File: src/rtl/uart_rxaf_pkg.sv
package uart_rxaf_pkg;
  typedef enum logic [2:0] {
    RX_IDLE,
    RX_START,
    RX_DATA,
    RX_NINTH,
    RX_STOP
  } rx_state_e;
endpackage

File: src/rtl/rxaf_sync_edge.sv
module rxaf_sync_edge #(
  parameter int STAGES = 2
) (
  input  logic clk,
  input  logic rst,
  input  logic din,
  output logic dout,
  output logic fall
);
  logic [STAGES:0] chain;

  always_ff @(posedge clk) begin
    if (rst) chain <= '1;
    else     chain <= {chain[STAGES-1:0], din};
  end

  assign dout = chain[STAGES-1];
  assign fall = chain[STAGES] & ~chain[STAGES-1];
endmodule

File: src/rtl/rxaf_bit_sampler.sv
module rxaf_bit_sampler #(
  parameter int OSR = 16
) (
  input  logic clk,
  input  logic rst,
  input  logic restart,
  input  logic tick,
  input  logic din,
  output logic bit_strobe,
  output logic bit_val
);
  localparam int CNT_W = $clog2(OSR);
  localparam logic [CNT_W-1:0] MID_PT = CNT_W'(OSR / 2);
  localparam logic [CNT_W-1:0] EARLY  = CNT_W'(OSR / 2 - 1);
  localparam logic [CNT_W-1:0] LATE   = CNT_W'(OSR / 2 + 1);

  logic [CNT_W-1:0] cnt;
  logic s_early, s_mid;

  always_ff @(posedge clk) begin
    if (rst || restart) begin
      cnt     <= '0;
      s_early <= 1'b1;
      s_mid   <= 1'b1;
    end else if (tick) begin
      cnt <= cnt + 1'b1;
      if (cnt == EARLY)  s_early <= din;
      if (cnt == MID_PT) s_mid   <= din;
    end
  end

  // third sample is the live line value at the late point
  assign bit_strobe = tick && !restart && (cnt == LATE);
  assign bit_val    = (s_early & s_mid) | (s_early & din) | (s_mid & din);
endmodule

File: src/rtl/rxaf_addr_match.sv
module rxaf_addr_match #(
  parameter int W = 8
) (
  input  logic [W-1:0] rx_byte,
  input  logic [W-1:0] addr,
  input  logic [W-1:0] mask,
  output logic         hit
);
  logic [W-1:0] bcast;
  logic given_hit, bcast_hit;

  assign bcast     = addr | mask;
  assign given_hit = ((rx_byte ^ addr) & mask) == '0;
  assign bcast_hit = (rx_byte & bcast) == bcast;
  assign hit       = given_hit | bcast_hit;
endmodule

File: src/rtl/uart_rx_addr_filter.sv
module uart_rx_addr_filter
  import uart_rxaf_pkg::*;
#(
  parameter int DATA_W      = 8,
  parameter int OSR         = 16,
  parameter int SYNC_STAGES = 2
) (
  input  logic              clk,
  input  logic              rst,
  input  logic              rxd,
  input  logic              tick_fix,
  input  logic              tick_tmr,
  input  logic              mode_lo,
  input  logic              mp_en,
  input  logic [DATA_W-1:0] slv_addr,
  input  logic [DATA_W-1:0] slv_mask,
  input  logic              fe_sel,
  input  logic              top_wr,
  input  logic              top_wdata,
  input  logic              ri_clr,
  output logic [DATA_W-1:0] rx_data,
  output logic              rx_bit9,
  output logic              ri,
  output logic              fe,
  output logic              mode_hi,
  output logic              top_rd
);
  localparam int BIDX_W = (DATA_W > 1) ? $clog2(DATA_W) : 1;
  localparam logic [BIDX_W-1:0] LAST_BIT = BIDX_W'(DATA_W - 1);

  rx_state_e         state;
  logic [DATA_W-1:0] shreg;
  logic [BIDX_W-1:0] bidx;
  logic              ninth;
  logic              line, line_fall;
  logic              rx_en, tick_g, restart;
  logic              strobe, bval, hit, accept;

  assign rx_en   = mode_hi | mode_lo;
  assign tick_g  = rx_en & ((mode_hi & ~mode_lo) ? tick_fix : tick_tmr);
  assign restart = rx_en && (state == RX_IDLE) && line_fall;

  rxaf_sync_edge #(.STAGES(SYNC_STAGES)) sync_i (
    .clk(clk), .rst(rst), .din(rxd), .dout(line), .fall(line_fall)
  );

  rxaf_bit_sampler #(.OSR(OSR)) samp_i (
    .clk(clk), .rst(rst), .restart(restart), .tick(tick_g), .din(line),
    .bit_strobe(strobe), .bit_val(bval)
  );

  rxaf_addr_match #(.W(DATA_W)) match_i (
    .rx_byte(shreg), .addr(slv_addr), .mask(slv_mask), .hit(hit)
  );

  // acceptance decided while the stop bit is being resolved
  always_comb begin
    if (!mp_en)       accept = 1'b1;
    else if (mode_hi) accept = ninth & hit;
    else              accept = bval & hit;
  end

  assign top_rd = fe_sel ? fe : mode_hi;

  always_ff @(posedge clk) begin
    if (rst) begin
      state   <= RX_IDLE;
      shreg   <= '0;
      bidx    <= '0;
      ninth   <= 1'b0;
      rx_data <= '0;
      rx_bit9 <= 1'b0;
      ri      <= 1'b0;
      fe      <= 1'b0;
      mode_hi <= 1'b0;
    end else begin
      if (ri_clr) ri <= 1'b0;
      if (top_wr) begin
        if (fe_sel) begin
          if (!top_wdata) fe <= 1'b0;
        end else begin
          mode_hi <= top_wdata;
        end
      end

      if (!rx_en) begin
        state <= RX_IDLE;
      end else begin
        case (state)
          RX_IDLE: if (line_fall) state <= RX_START;
          RX_START: if (strobe) begin
            bidx  <= '0;
            state <= bval ? RX_IDLE : RX_DATA;
          end
          RX_DATA: if (strobe) begin
            shreg <= {bval, shreg[DATA_W-1:1]};
            bidx  <= bidx + 1'b1;
            if (bidx == LAST_BIT) state <= mode_hi ? RX_NINTH : RX_STOP;
          end
          RX_NINTH: if (strobe) begin
            ninth <= bval;
            state <= RX_STOP;
          end
          RX_STOP: if (strobe) begin
            state <= RX_IDLE;
            if (!bval) fe <= 1'b1;
            if (accept) begin
              rx_data <= shreg;
              rx_bit9 <= mode_hi ? ninth : bval;
              ri      <= 1'b1;
            end
          end
          default: state <= RX_IDLE;
        endcase
      end
    end
  end
endmodule

File: config.mk
export PLATFORM = sky130hd
export DESIGN_NAME = uart_rx_addr_filter
export DESIGN_NICKNAME = d
export VERILOG_FILES = /design/src/rtl/uart_rxaf_pkg.sv /design/src/rtl/rxaf_sync_edge.sv /design/src/rtl/rxaf_bit_sampler.sv /design/src/rtl/rxaf_addr_match.sv /design/src/rtl/uart_rx_addr_filter.sv
export SDC_FILE = /design/constraint.sdc
export NUM_CORES = 1
export LEC_CHECK = 0
export CAP_MARGIN = 30
export CORE_MARGIN = 8
export CORE_UTILIZATION = 50
export DETAILED_ROUTE_END_ITERATION = 8
export PLACE_DENSITY_LB_ADDON = 0.08
export SETUP_SLACK_MARGIN = 0.3
export SYNTH_ARGS = -nofsm -noshare
export SYNTH_HDL_FRONTEND = slang
export SYNTH_SLANG_ARGS = --single-unit
export TNS_END_PERCENT = 30
File: constraint.sdc
create_clock -name clk -period 2.2 [get_ports clk]
set_input_delay 0.33 -clock clk [delete_from_list [all_inputs] [get_ports clk]]
set_output_delay 0.33 -clock clk [all_outputs]
set_load 0.005 [all_outputs]
* Yosys cells after proc, flatten, opt, wreduce, memory -nomap -nowiden
Index checks and enable logic that the tools add are counted.
** Word-level totals
- Flip-flop bits (word level) :: 36
- Input port bits :: 27
** Operators by class
- Add/sub/neg operators :: 2
- Equal/unequal tests :: 15
- Multiplexer cells :: 28
- Bitwise logic cells :: 20
- Reduce and logical (&&, ||, !) cells :: 18
** Operators by type and width (count)
- 2-to-1 mux 3 bit :: 8
- 2-to-1 mux 1 bit :: 17
- bitwise AND 8 bit :: 2
- case mux 3 bit (5 select lines) :: 1
- bitwise AND 1 bit :: 8
- == test 4 bit, second input constant :: 2
- == test 8 bit :: 1
- logical NOT 8 bit :: 1
- != test 2 x 1 -> 1 bit, second input constant :: 4
- OR 8 bit :: 1
- AND reduction 4 bit :: 2
- XOR 8 bit :: 1
- == test 3 x 2 -> 1 bit, second input constant :: 2
- == test 3 bit, second input constant :: 2
- case mux 3 bit (2 select lines) :: 1
- AND reduction 2 bit :: 3
- AND reduction 3 bit :: 2
- AND reduction 6 bit :: 1
- adder 4 x 1 -> 4 bit, second input constant :: 1
- == test 4 x 3 -> 1 bit, second input constant :: 1
- logical AND 1 bit :: 4
- != test 2 bit, second input constant :: 2
- inverter 1 bit :: 4
- OR 1 bit :: 4
- 8 further kinds :: 8

* Logic depth before layout (Yosys ltp)
Gate-level depths: netlist (run 1).
- Depth in word-level cells :: 11
- Depth in mapped cells :: 7
- Mapped depth without buffers :: 7

* Hierarchy
A second synthesis (run 1) with hierarchy kept.
** Second synthesis, totals
- Cells, all modules :: 205
- Area total of the unflattened synthesis :: 1860.5 um^2
** Modules (own cells, without submodules)
- uart_rx_addr_filter :: times used 1, cells an instance 138, area an instance 1242.4 um^2, seq. area each 540.5 um^2
- rxaf_bit_sampler :: times used 1, cells an instance 34, area an instance 342.8 um^2, seq. area each 120.1 um^2
- rxaf_addr_match :: times used 1, cells an instance 26, area an instance 190.2 um^2, seq. area each 0.0 um^2
- rxaf_sync_edge :: times used 1, cells an instance 7, area an instance 85.1 um^2, seq. area each 60.1 um^2

* Worst setup path before layout (run 1)
OpenSTA, ideal clock, no wires.
- Path kind :: register to register
- Start :: register mode_hi
- End :: register rx_bit9
- Arrival time :: 1.660 ns
- Required time :: 2.079 ns
- Slack :: 0.419 ns
- Cell stages (with the launch flop) :: 8
- Buffers on the path :: 2
- Period minus slack after synthesis :: 1.781 ns
- Path through :: dfxtp_1 > buf_2 > and3b_1 > o211ai_1 > a211o_1 > a31oi_2 > buf_6 > mux2_4
** Between the ends
- Cells in the longest elaborated chain, start to end :: 7
- Elaborated cells between the ends (all ways) :: 13
** Ends and longest elaborated chain
- start, declared :: RTL line uart_rx_addr_filter.sv:25 : output logic mode_hi,
- start signal, assigned :: RTL line uart_rx_addr_filter.sv:82 : mode_hi <= top_wdata;
- OR 1 bit :: RTL line uart_rx_addr_filter.sv:39 : assign rx_en = mode_hi | mode_lo;
- logical AND 1 bit (2 in a row) :: RTL line uart_rx_addr_filter.sv:41 : assign restart = rx_en && (state == RX_IDLE) && line_fall;
- logical NOT 1 bit :: RTL line rxaf_bit_sampler.sv:33 : assign bit_strobe = tick && !restart && (cnt == LATE);
- logical AND 1 bit (2 in a row) :: RTL line rxaf_bit_sampler.sv:33
- AND reduction 4 bit (no line)
- end signal, assigned :: RTL line uart_rx_addr_filter.sv:109 : rx_bit9 <= mode_hi ? ninth : bval;
- end, declared :: RTL line uart_rx_addr_filter.sv:22 : output logic rx_bit9,
Several ways; a longest one is shown, not always the timed one.
A chain may end at the register's enable or synchronous reset.

* Worst setup path in the final report (run 1)
- Start :: input port slv_mask[1]
- End :: register rx_data[1]
** Between the ends
- Cells in the longest elaborated chain, start to end :: 8
- Elaborated cells between the ends (all ways) :: 11
** Ends and longest elaborated chain
- start, declared :: RTL line uart_rx_addr_filter.sv:16 : input logic [DATA_W-1:0] slv_mask,
- OR 8 bit :: RTL line rxaf_addr_match.sv:12 : assign bcast = addr | mask;
- bitwise AND 8 bit :: RTL line rxaf_addr_match.sv:14 : assign bcast_hit = (rx_byte & bcast) == bcast;
- == test 8 bit :: RTL line rxaf_addr_match.sv:14
- OR 1 bit (*) :: RTL line rxaf_addr_match.sv:15 : assign hit = given_hit | bcast_hit;
- bitwise AND 1 bit, on equally long branches :: RTL line uart_rx_addr_filter.sv:60, uart_rx_addr_filter.sv:59
- 2-to-1 mux 1 bit (*) :: RTL line uart_rx_addr_filter.sv:59 : else if (mode_hi) accept = ninth & hit;
- 2-to-1 mux 1 bit (*) :: RTL line uart_rx_addr_filter.sv:58 : if (!mp_en) accept = 1'b1;
- AND reduction 4 bit (no line) (*)
- end signal, assigned :: RTL line uart_rx_addr_filter.sv:108 : rx_data <= shreg;
- end, declared :: RTL line uart_rx_addr_filter.sv:21 : output logic [DATA_W-1:0] rx_data,
Mark *: on every way between the ends. The rest lies on a longest branch, timed or not.

==> impl_metrics.tcl, run 1 <==
set metrics [dict create \
    layout.nets 284 \
    drt_pass1_iterations 4 \
    finalSetupViolations 0 \
    grt_pass1_wl_um 7450 \
    grt_max_degree 41 \
    cts_buffers 5 \
    clkSlewWorstSetupHoldPaths_ns 0.07 \
    leakage_nw 1.09 \
    yosysSeqAreaShare 0.387 \
    clk_path_buf_depth 2 \
    layout_min_cycle_time_ns 1.84 \
    arrival_ns 2.06 \
    n_antenna_cell 0 \
    synth_edf_count 0 \
    finalClockSkew_ns 0.00502 \
    maxClockFrequency_ghz 0.543 \
    final_cells 301 \
    dp_hpwl_um 3410 \
    hp-start "sync_i.chain[0]" \
    port_buffers 39 \
    utilization 0.682 \
    yosysWarnings 0 \
    cts_root_buf "clkbuf_8" \
    cts_max_level 2 \
    syn_inst 208 \
    post-cts-setup-buffers 0 \
    core_um2 3630 \
    antenna_found_initial 0 \
    post-route-period-util 0.837 \
    synthTopCellsByCount "dfxtp_1, nor2_1, mux2i_1" \
    async_flop_share 0 \
    syn_avg_cell_area_um2 8.96 \
    overflow 0 \
    synth_most_common_cell "dfxtp_1" \
    detail_route.iter0.violations 54 \
    timing.hold.ws_ns 0.428 \
    die_area_um2 5940 \
    netlist_top_cells_area "dfxtp_1, mux2i_1, nor2_1, nand2b_1, xor2_1" \
    slew_headroom 0.639 \
    crit_type "input pin to register" \
    start_util 0.513 \
    hold_viol_final 0 \
    ioPinCount 40 \
    drc 0 \
    fin_ws_ns 0.358 \
    end_kind "register" \
    rr_startpoint "shreg[5]" \
    ir_drop_v 0.000463 \
    antenna_left 0 \
    grt_usage 0.150 \
    cp_max_fo 5 \
    syn_area_um2 1860 \
    total_power_mw 1.27 \
    area_growth_pct 33.0 \
    die-height_um 77.0 \
    hp-class "register to register" \
    cp.required_ns 2.41 \
    synth_top_area_cell "dfxtp_1" \
    dieWidth_um 77.0 \
    vias_per_cell 5.24 \
    cts_tree "yes" \
    wire_per_inst_um 14.5 \
    synth_flop_cell "dfxtp_1" \
    place_ws_ns -0.0628 \
    startpoint_type "input pin" \
    status "finished, final reports clean" \
    dp.cells 293 \
    worstMarginPinSlew_ns 0.541 \
    power_density_nw_per_um2 511 \
    worstSkewPairLatency_ns 0.29 \
    max-cap-violations 0 \
    clkSinkCount 36 \
    std_cell_rows 22 \
    rsz0062_at_grt "no" \
    synth_fp_nets 240 \
    drive_gt1_frac 0.107 \
    num_vias 1577 \
    synth-seq-cells 36 \
    synth_top_area_frac 0.387 \
    grt_pass1_vias 1687 \
    synth_cell_types 43 \
    gp_congestion 0.834 \
    routed_wl_um 4360 \
    report.final.slew_viol_count 0 \
    cp-startpoint "slv_mask[1]" \
]
[layer usage]
metal	wire length [µm]	share of wire	track usage
met1	1880	0.43	0.168
met2	2250	0.52	0.260
met3	165	0.038	0.0431
met4	63	0.014	0.0604
met5	0	0	0
[layout by cell type, fill, tap and decap left out, types with 2 or more instances in the layout]
| master | count |
|---|---|
| nand3_1 | 4 |
| nor2b_1 | 6 |
| o21ai_0 | 2 |
| a31oi_1 | 2 |
| a2bb2oi_1 | 2 |
| ha_1 | 5 |
| nand4_1 | 2 |
| a21oi_1 | 5 |
| buf_6 | 2 |
| o211ai_1 | 2 |
| or2_2 | 4 |
| or3_1 | 2 |
| dlymetal6s2s_1 | 11 |
| mux2i_1 | 24 |
| xor2_1 | 10 |
| o22ai_1 | 4 |
| inv_1 | 5 |
| nand2_1 | 11 |
| a22oi_1 | 4 |
| nor2_1 | 32 |
| nand2b_1 | 15 |
| dfxtp_1 | 36 |
| buf_4 | 5 |
| clkdlybuf4s50_1 | 27 |
| clkbuf_8 | 6 |
[path summary, 6_finish.rpt]
| path | cells past startpoint | slack (ns) | end |
|---|---|---|---|
| setup / recovery | 7 | 0.36 | rx_data[1] |
| hold / removal | 1 | 0.43 | sync_i.chain[1] |
| setup reg to reg | 5 | 0.41 | rx_data[1] |
| hold reg to reg | 1 | 0.43 | sync_i.chain[1] |
[report_power, final]
part           switching (mW)  total (mW)  internal (mW)
sequential            0.00625       0.664          0.657
combinational          0.0511       0.125         0.0741
clock                   0.224       0.478          0.254
[per-stage QoR]
step | TNS [ns] | instance area (µm²)
5_1_grt | 0 | 2480
6_report | 0 | 2480
2_1_floorplan | 0 | 1860
3_3_place_gp | -0.0360 | 2340
4_1_cts | 0 | 2440
3_5_place_dp | -0.238 | 2340
[area by class of cell]
| cell class | count | area (µm²) |
|---|---|---|
| clock inverters | 1 | 7.51 |
| repair buffers | 47 | 497 |
| multi-input cells | 157 | 1090 |
| fillers | 308 | 1150 |
| inverters | 5 | 18.8 |
| clock buffers | 7 | 86.3 |
| well taps | 48 | 60.1 |
| flip-flops and latches | 36 | 721 |
[worst max-delay path, cell delays in order]
cell and delay [ns]:
clkdlybuf4s50_1 0.42, nor2_1 0.11, o22ai_1 0.09, or4_4 0.50, a31oi_4 0.25, buf_6 0.16
mux2i_1 0.19
[what timing repair did]
item / CTS / global route
setup endpoints to repair: 9 / 9
hold buffers: 0 / 0
pin swaps: 0 / 15
gates resized for setup: 2 / 16
[registers in the layout, summed over array words and instances (netlist names)]
name and cells:
rx_data 8, samp_i.s_mid 1, bidx 3, state 3, mode_hi 1, samp_i.cnt 4
fe 1, sync_i.chain 3, ninth 1, ri 1, samp_i.s_early 1, shreg 8
rx_bit9 1
[cells by family after synthesis]
kind of cell	share of synthesized area
simple gates	0.237
flops	0.387
compound gates	0.111
mux	0.143
buf+inv	0.0363
xor+xnor	0.0470
fa+ha+maj	0.0390
(Power assumes the default switching activity.)
==> inputs of run 2 (changes only) <==
- clock period: 2.2 -> 1.7 ns (I/O delays scaled with it)
==> run 2 against run 1 <==
  * Critical path depth is 2 lower
  * Non-clock buffer count is 28 higher
  * Critical endpoint is now rx_data[4]
  * Core utilization is 11 points higher
  * Sequential power is 29% higher
  * Routed wire length is 21% higher
  * Power is 45% higher
  * Count of clock-buffer cells in the layout is 2 lower
  * Combinational power is 70% higher
  * Clock power is 60% higher
  * Via count is 14% higher
==> impl_metrics.tcl, run 2 (synthesis gave the netlist of run 1 again) <==
set metrics [dict create \
    status "finished, final reports clean" \
    max-cap-violations 0 \
    layout_commonest_cell "nor2_1" \
    area_growth_pct 54.1 \
    slew_headroom 0.819 \
    ioPinCount 40 \
    overflow 0 \
    worstMarginPinSlew_ns 0.270 \
    arrival_ns 1.90 \
    drt_pass1_iterations 5 \
    start_util 0.513 \
    grt_pass1_vias 1901 \
    clkSlewWorstSetupHoldPaths_ns 0.08 \
    reg_top3 "rx_data (8), shreg (8), samp_i.cnt (4)" \
    worstSkewPairLatency_ns 0.30 \
    std_cell_rows 22 \
    grt_usage 0.172 \
    end_kind "register" \
    maxClockFrequency_ghz 0.597 \
    cts_max_level 2 \
    ir_drop_v 0.000578 \
    wl_met2_um 2640 \
    clkSinkCount 36 \
    n_antenna_cell 0 \
    antenna_left 0 \
    finalInstanceArea_um2 2870 \
    cts_tree "yes" \
    core_um2 3630 \
    cp.required_ns 1.93 \
    finalSetupTns_ns 0 \
    leakage_nw 1.38 \
    p_switching_mw 0.431 \
    timing.hold.ws_ns 0.457 \
    power_frac_seq 0.466 \
    cp_max_fo 5 \
    swShare 0.235 \
    cts_root_buf "clkbuf_8" \
    cts_buffers 5 \
    highest_layer "met4" \
    wl_met3_um 239 \
    num_vias 1796 \
    fin_ws_ns 0.0238 \
    final_cells 329 \
    dp_hpwl_um 3640 \
    finalSetupViolations 0 \
    drive_gt1_frac 0.317 \
    internal_power_mw 1.40 \
    dp.cells 314 \
    routed_wl_um 5260 \
    nFillCells 232 \
    startpoint_type "register" \
    rsz0062_at_grt "yes" \
    place_ws_ns -0.487 \
    power_density_nw_per_um2 639 \
    power_frac_comb 0.116 \
    report.final.slew_viol_count 0 \
    crit_type "register to register" \
    hold_viol_final 0 \
    grt_max_degree 41 \
    hold_buffers 0 \
    post-route-period-util 0.986 \
    clock_power_share 0.418 \
    grt_pass1_wl_um 8510 \
    place_area_um2 2500 \
    port_buffers 39 \
    drc 0 \
    hp-class "register to register" \
    wl_met1_um 2250 \
    die_area_um2 5940 \
    layout_min_cycle_time_ns 1.68 \
    wire_per_inst_um 16.0 \
    dieWidth_um 77.0 \
    detail_route.iter0.violations 112 \
    gp_congestion 0.836 \
    vias_per_cell 5.46 \
    die-height_um 77.0 \
    finalClockSkew_ns 0.0108 \
    clk_path_buf_depth 2 \
    layout.nets 312 \
    mostFrequentLayoutCells "nor2_1, buf_4, dfxtp_1, mux2i_1, dlygate4sd2_1" \
    antenna_found_initial 0 \
]
-- run 2: worst max-delay path: stages (launching register included) --
cell     delay [ns]
dfxtp_4        0.38
o22ai_2        0.07
or4_4          0.54
a31oi_4        0.25
buf_6          0.17
mux2i_1        0.19
-- run 2: power groups by stage --
stage                     sequential, mW  clock, mW  combinational, mW
final                              0.855      0.767              0.212
after global routing               0.856      0.800              0.228
after CTS                          0.854      0.773              0.189
after detailed placement           0.875          0              0.193
after global placement             0.874          0              0.185
after floorplan                    0.875          0             0.0751
-- run 2: timing repair --
item | 4_1_cts | 5_1_grt
resized for setup | 43 | 40
pin swaps | 23 | 28
endpoints found under the hold margin | 0 | 0
setup endpoints to repair | 43 | 45
cloned | 1 | 0
setup buffers | 6 | 0
-- run 2: through the flow --
| step | utilization | power (mW) |
|---|---|---|
| 6_report | 0.790 | 1.83 |
| 2_1_floorplan | - | 0.950 |
| 3_3_place_gp | 0.688 | 1.06 |
| 4_1_cts | 0.746 | 1.82 |
| 5_1_grt | 0.790 | 1.88 |
| 3_5_place_dp | 0.688 | 1.07 |
-- run 2: layout make-up --
cell class,instances,area (µm²),area share
multi-input combinational,157,1240,0.431
clock inverter,3,42.5,0.0148
sequential,36,737,0.257
clock buffer,5,68.8,0.0240
timing repair buffer,75,706,0.246
tap,48,60.1,0.0209
inverter,5,18.8,0.00654
-- run 2: worst paths after layout --
path | cells after the start | to | slack [ns] | from
setup / recovery | 5 | rx_data[4] | 0.02 | shreg[7]
hold / removal | 1 | sync_i.chain[1] | 0.46 | sync_i.chain[0]
setup reg to reg | 5 | rx_data[4] | 0.02 | shreg[7]
hold reg to reg | 1 | sync_i.chain[1] | 0.46 | sync_i.chain[0]
-- run 2: layer usage --
metal | GRT usage | vias up
met2 | 0.285 | 53
met3 | 0.0466 | 14
met4 | 0.0811 | 0
li1 | - | 863
met5 | 0 | -
met1 | 0.201 | 866
==> inputs of run 3 (changes only) <==
- CAP_MARGIN: 30 -> 20
- SLEW_MARGIN: unset -> 10
- SYNTH_HIERARCHICAL: unset -> 1
==> run 3 against run 2 <==
  * The run now ends with negative setup slack left
  * Combinational power increased by 25%
  * Sequential share of layout area increased by 0.50 points
  * Worst setup slack got worse by 0.16 ns
  * Critical path depth increased by 4
  * Clock skew decreased by 0.0072 ns
  * Count of clock-buffer cells in the layout increased by 1
  * Highest routed layer unchanged
==> impl_metrics.tcl, run 3 <==
set metrics [dict create \
    synth_top_area_frac 0.387 \
    status "finished with violations" \
    synth_edf_count 0 \
    core_um2 3630 \
    clock_power_share 0.354 \
    synth_flop_cell "dfxtp_1" \
    synth_cell_types 48 \
    yosysWarnings 6 \
    layout_commonest_cell "dfxtp_1" \
    multi_input_area_um2 1150 \
    internal_power_mw 1.34 \
    ff2ff_setup_slack_ns -0.14 \
    n_antenna_cell 0 \
    synth_fp_nets 237 \
    layout.nets 311 \
    cts_root_buf "clkbuf_8" \
    port_buffers 39 \
    cts_max_level 2 \
    leakage_nw 1.36 \
    total_power_mw 1.77 \
    antenna_left 0 \
    power_density_nw_per_um2 637 \
    antenna_found_initial 0 \
    reg_top3 "rx_data (8), shreg (8), samp_i/cnt (4)" \
    finalClockSkew_ns 0.00359 \
    report.final.slew_viol_count 0 \
    syn_avg_cell_area_um2 9.08 \
    worstMarginPinSlew_ns 0.255 \
    hp-class "register to register" \
    routed_wl_um 4960 \
    ioPinCount 40 \
    detail_route.iter0.violations 115 \
    num_vias 1760 \
    drive_gt1_frac 0.279 \
    startpoint_type "register" \
    p_switching_mw 0.433 \
    violations "negative setup slack" \
    end_kind "register" \
    grt_usage 0.165 \
    slew_headroom 0.830 \
    ir_drop_v 0.000556 \
    netlist_top_cells_area "dfxtp_1, mux2i_1, nor2_1, nand2_1, xor2_1" \
    finalSetupViolations 19 \
    start_util 0.512 \
    arrival_ns 2.02 \
    drc 0 \
    nFillCells 254 \
    power_frac_seq 0.496 \
    mostFrequentLayoutCells "dfxtp_1, buf_4, nor2_1, clkdlybuf4s50_1, nand2_1" \
    grt_pass1_wl_um 8090 \
    synth-seq-cells 36 \
    cp_max_fo 8 \
    clk_path_buf_depth 2 \
    max-cap-violations 0 \
    dp_hpwl_um 3510 \
    area_growth_pct 49.6 \
    gp_congestion 0.862 \
    fin_ws_ns -0.137 \
    clkSlewWorstSetupHoldPaths_ns 0.07 \
    die_area_um2 5930 \
    cts_tree "yes" \
    overflow 0 \
    swShare 0.244 \
    regArea_um2 728 \
    dieWidth_um 77 \
    finalInstanceArea_um2 2780 \
    worstSkewPairLatency_ns 0.29 \
    die-height_um 77 \
    clkSinkCount 36 \
    yosysSeqAreaShare 0.387 \
    grt_max_degree 28 \
    syn_inst 205 \
    cp.required_ns 1.88 \
    drt_pass1_iterations 4 \
    vias_per_cell 5.37 \
    maxClockFrequency_ghz 0.544 \
    grt_pass1_vias 1792 \
    synth_most_common_cell "dfxtp_1" \
    cts_buffers 5 \
    synthTopCellsByCount "dfxtp_1, nor2_1, nand2_1" \
    std_cell_rows 22 \
    layout_min_cycle_time_ns 1.84 \
    rsz0062_at_grt "yes" \
    syn_area_um2 1860 \
    hold_viol_final 0 \
    power_frac_comb 0.150 \
    async_flop_share 0 \
    wire_per_inst_um 15.1 \
    place_area_um2 2480 \
    crit_type "register to register" \
    synth_top_area_cell "dfxtp_1" \
    post-route-period-util 1.08 \
]
[run 3: cell count changes in the layout (fill, tap and decap cells not counted), sizes merged, moves of 3 or more]
cell,previous run,this run
nand2b,15,0
nor3,0,6
o32ai,0,3
nand2,11,23
nand3,5,2
dlygate4sd2,19,6
nor2,33,27
nor2b,6,3
o21a,0,3
clkdlybuf4s50,9,23
[run 3: path summary, 6_finish.rpt]
kind | end | cells past startpoint | start
setup reg to reg | shreg[4] | 9 | mode_hi
hold / removal | sync_i/chain[1] | 1 | sync_i/chain[0]
hold reg to reg | sync_i/chain[1] | 1 | sync_i/chain[0]
setup / recovery | shreg[4] | 9 | mode_hi
[run 3: per-layer routing]
metal | share of wire | up-vias | GRT usage
li1 | - | 868 | -
met4 | 0.0089 | 0 | 0.0528
met5 | 0 | - | 0
met1 | 0.42 | 846 | 0.174
met2 | 0.52 | 41 | 0.296
met3 | 0.050 | 5 | 0.0594
[run 3: metrics by stage]
| step | util | std cells | hold slack (ns) | TNS, ns | setup WS, ns |
|---|---|---|---|---|---|
| 5_1_grt | 0.766 | 328 | 0.450 | -3.68 | -0.229 |
| 3_3_place_gp | 0.682 | 311 | 0.407 | -11.30 | -0.522 |
| 2_1_floorplan | - | 205 | 0.352 | -2.78 | -0.182 |
| 4_1_cts | 0.750 | 328 | 0.420 | -1.14 | -0.150 |
| 3_5_place_dp | 0.682 | 311 | 0.403 | -12.97 | -0.618 |
| 6_report | 0.766 | 328 | 0.419 | -1.67 | -0.137 |
[run 3: worst max-delay path, stage by stage, from the launching register on]
cell      delay [ns]
dfxtp_4         0.37
nand2_2         0.05
o21ai_2         0.14
nand4b_1        0.15
nor2_4          0.19
o21ai_2         0.09
or3_4           0.34
buf_8           0.16
mux2i_2         0.17
nor2_1          0.06
[run 3: cell type report]
cell class | instances | area share
clock inverters | 2 | 0.00360
multi-input cells | 153 | 0.414
clock buffers | 6 | 0.0297
repair buffers | 75 | 0.259
flip-flops and latches | 36 | 0.262
well taps | 48 | 0.0216
inverters | 8 | 0.0108
[run 3: cell families after synthesis]
kind of cell | Yosys count | synth area share
and+or+nand+nor | 79 | 0.209
DFF | 36 | 0.387
AOI/OAI and AO/OA | 35 | 0.144
muxes | 24 | 0.130
buffers and inverters | 16 | 0.0477
xor gates and xnor gates | 9 | 0.0424
adders and majority gates | 6 | 0.0390
[run 3: repair_timing]
item / 4_1_cts / 5_1_grt
buffers inserted: 8 / 0
setup endpoints to repair: 38 / 42
gates cloned: 1 / 0
hold endpoints to repair: 0 / 0
gates resized for setup: 39 / 17
hold buffers: 0 / 0
pin swaps: 22 / 15
[run 3: power groups by stage]
stage | Clock, mW | Sequential, mW | Combinational (mW)
CTS | 0.638 | 0.877 | 0.254
global placement | 0 | 0.894 | 0.218
detailed placement | 0 | 0.896 | 0.227
global route | 0.684 | 0.880 | 0.288
finish | 0.627 | 0.878 | 0.266
floorplan | 0 | 0.896 | 0.103
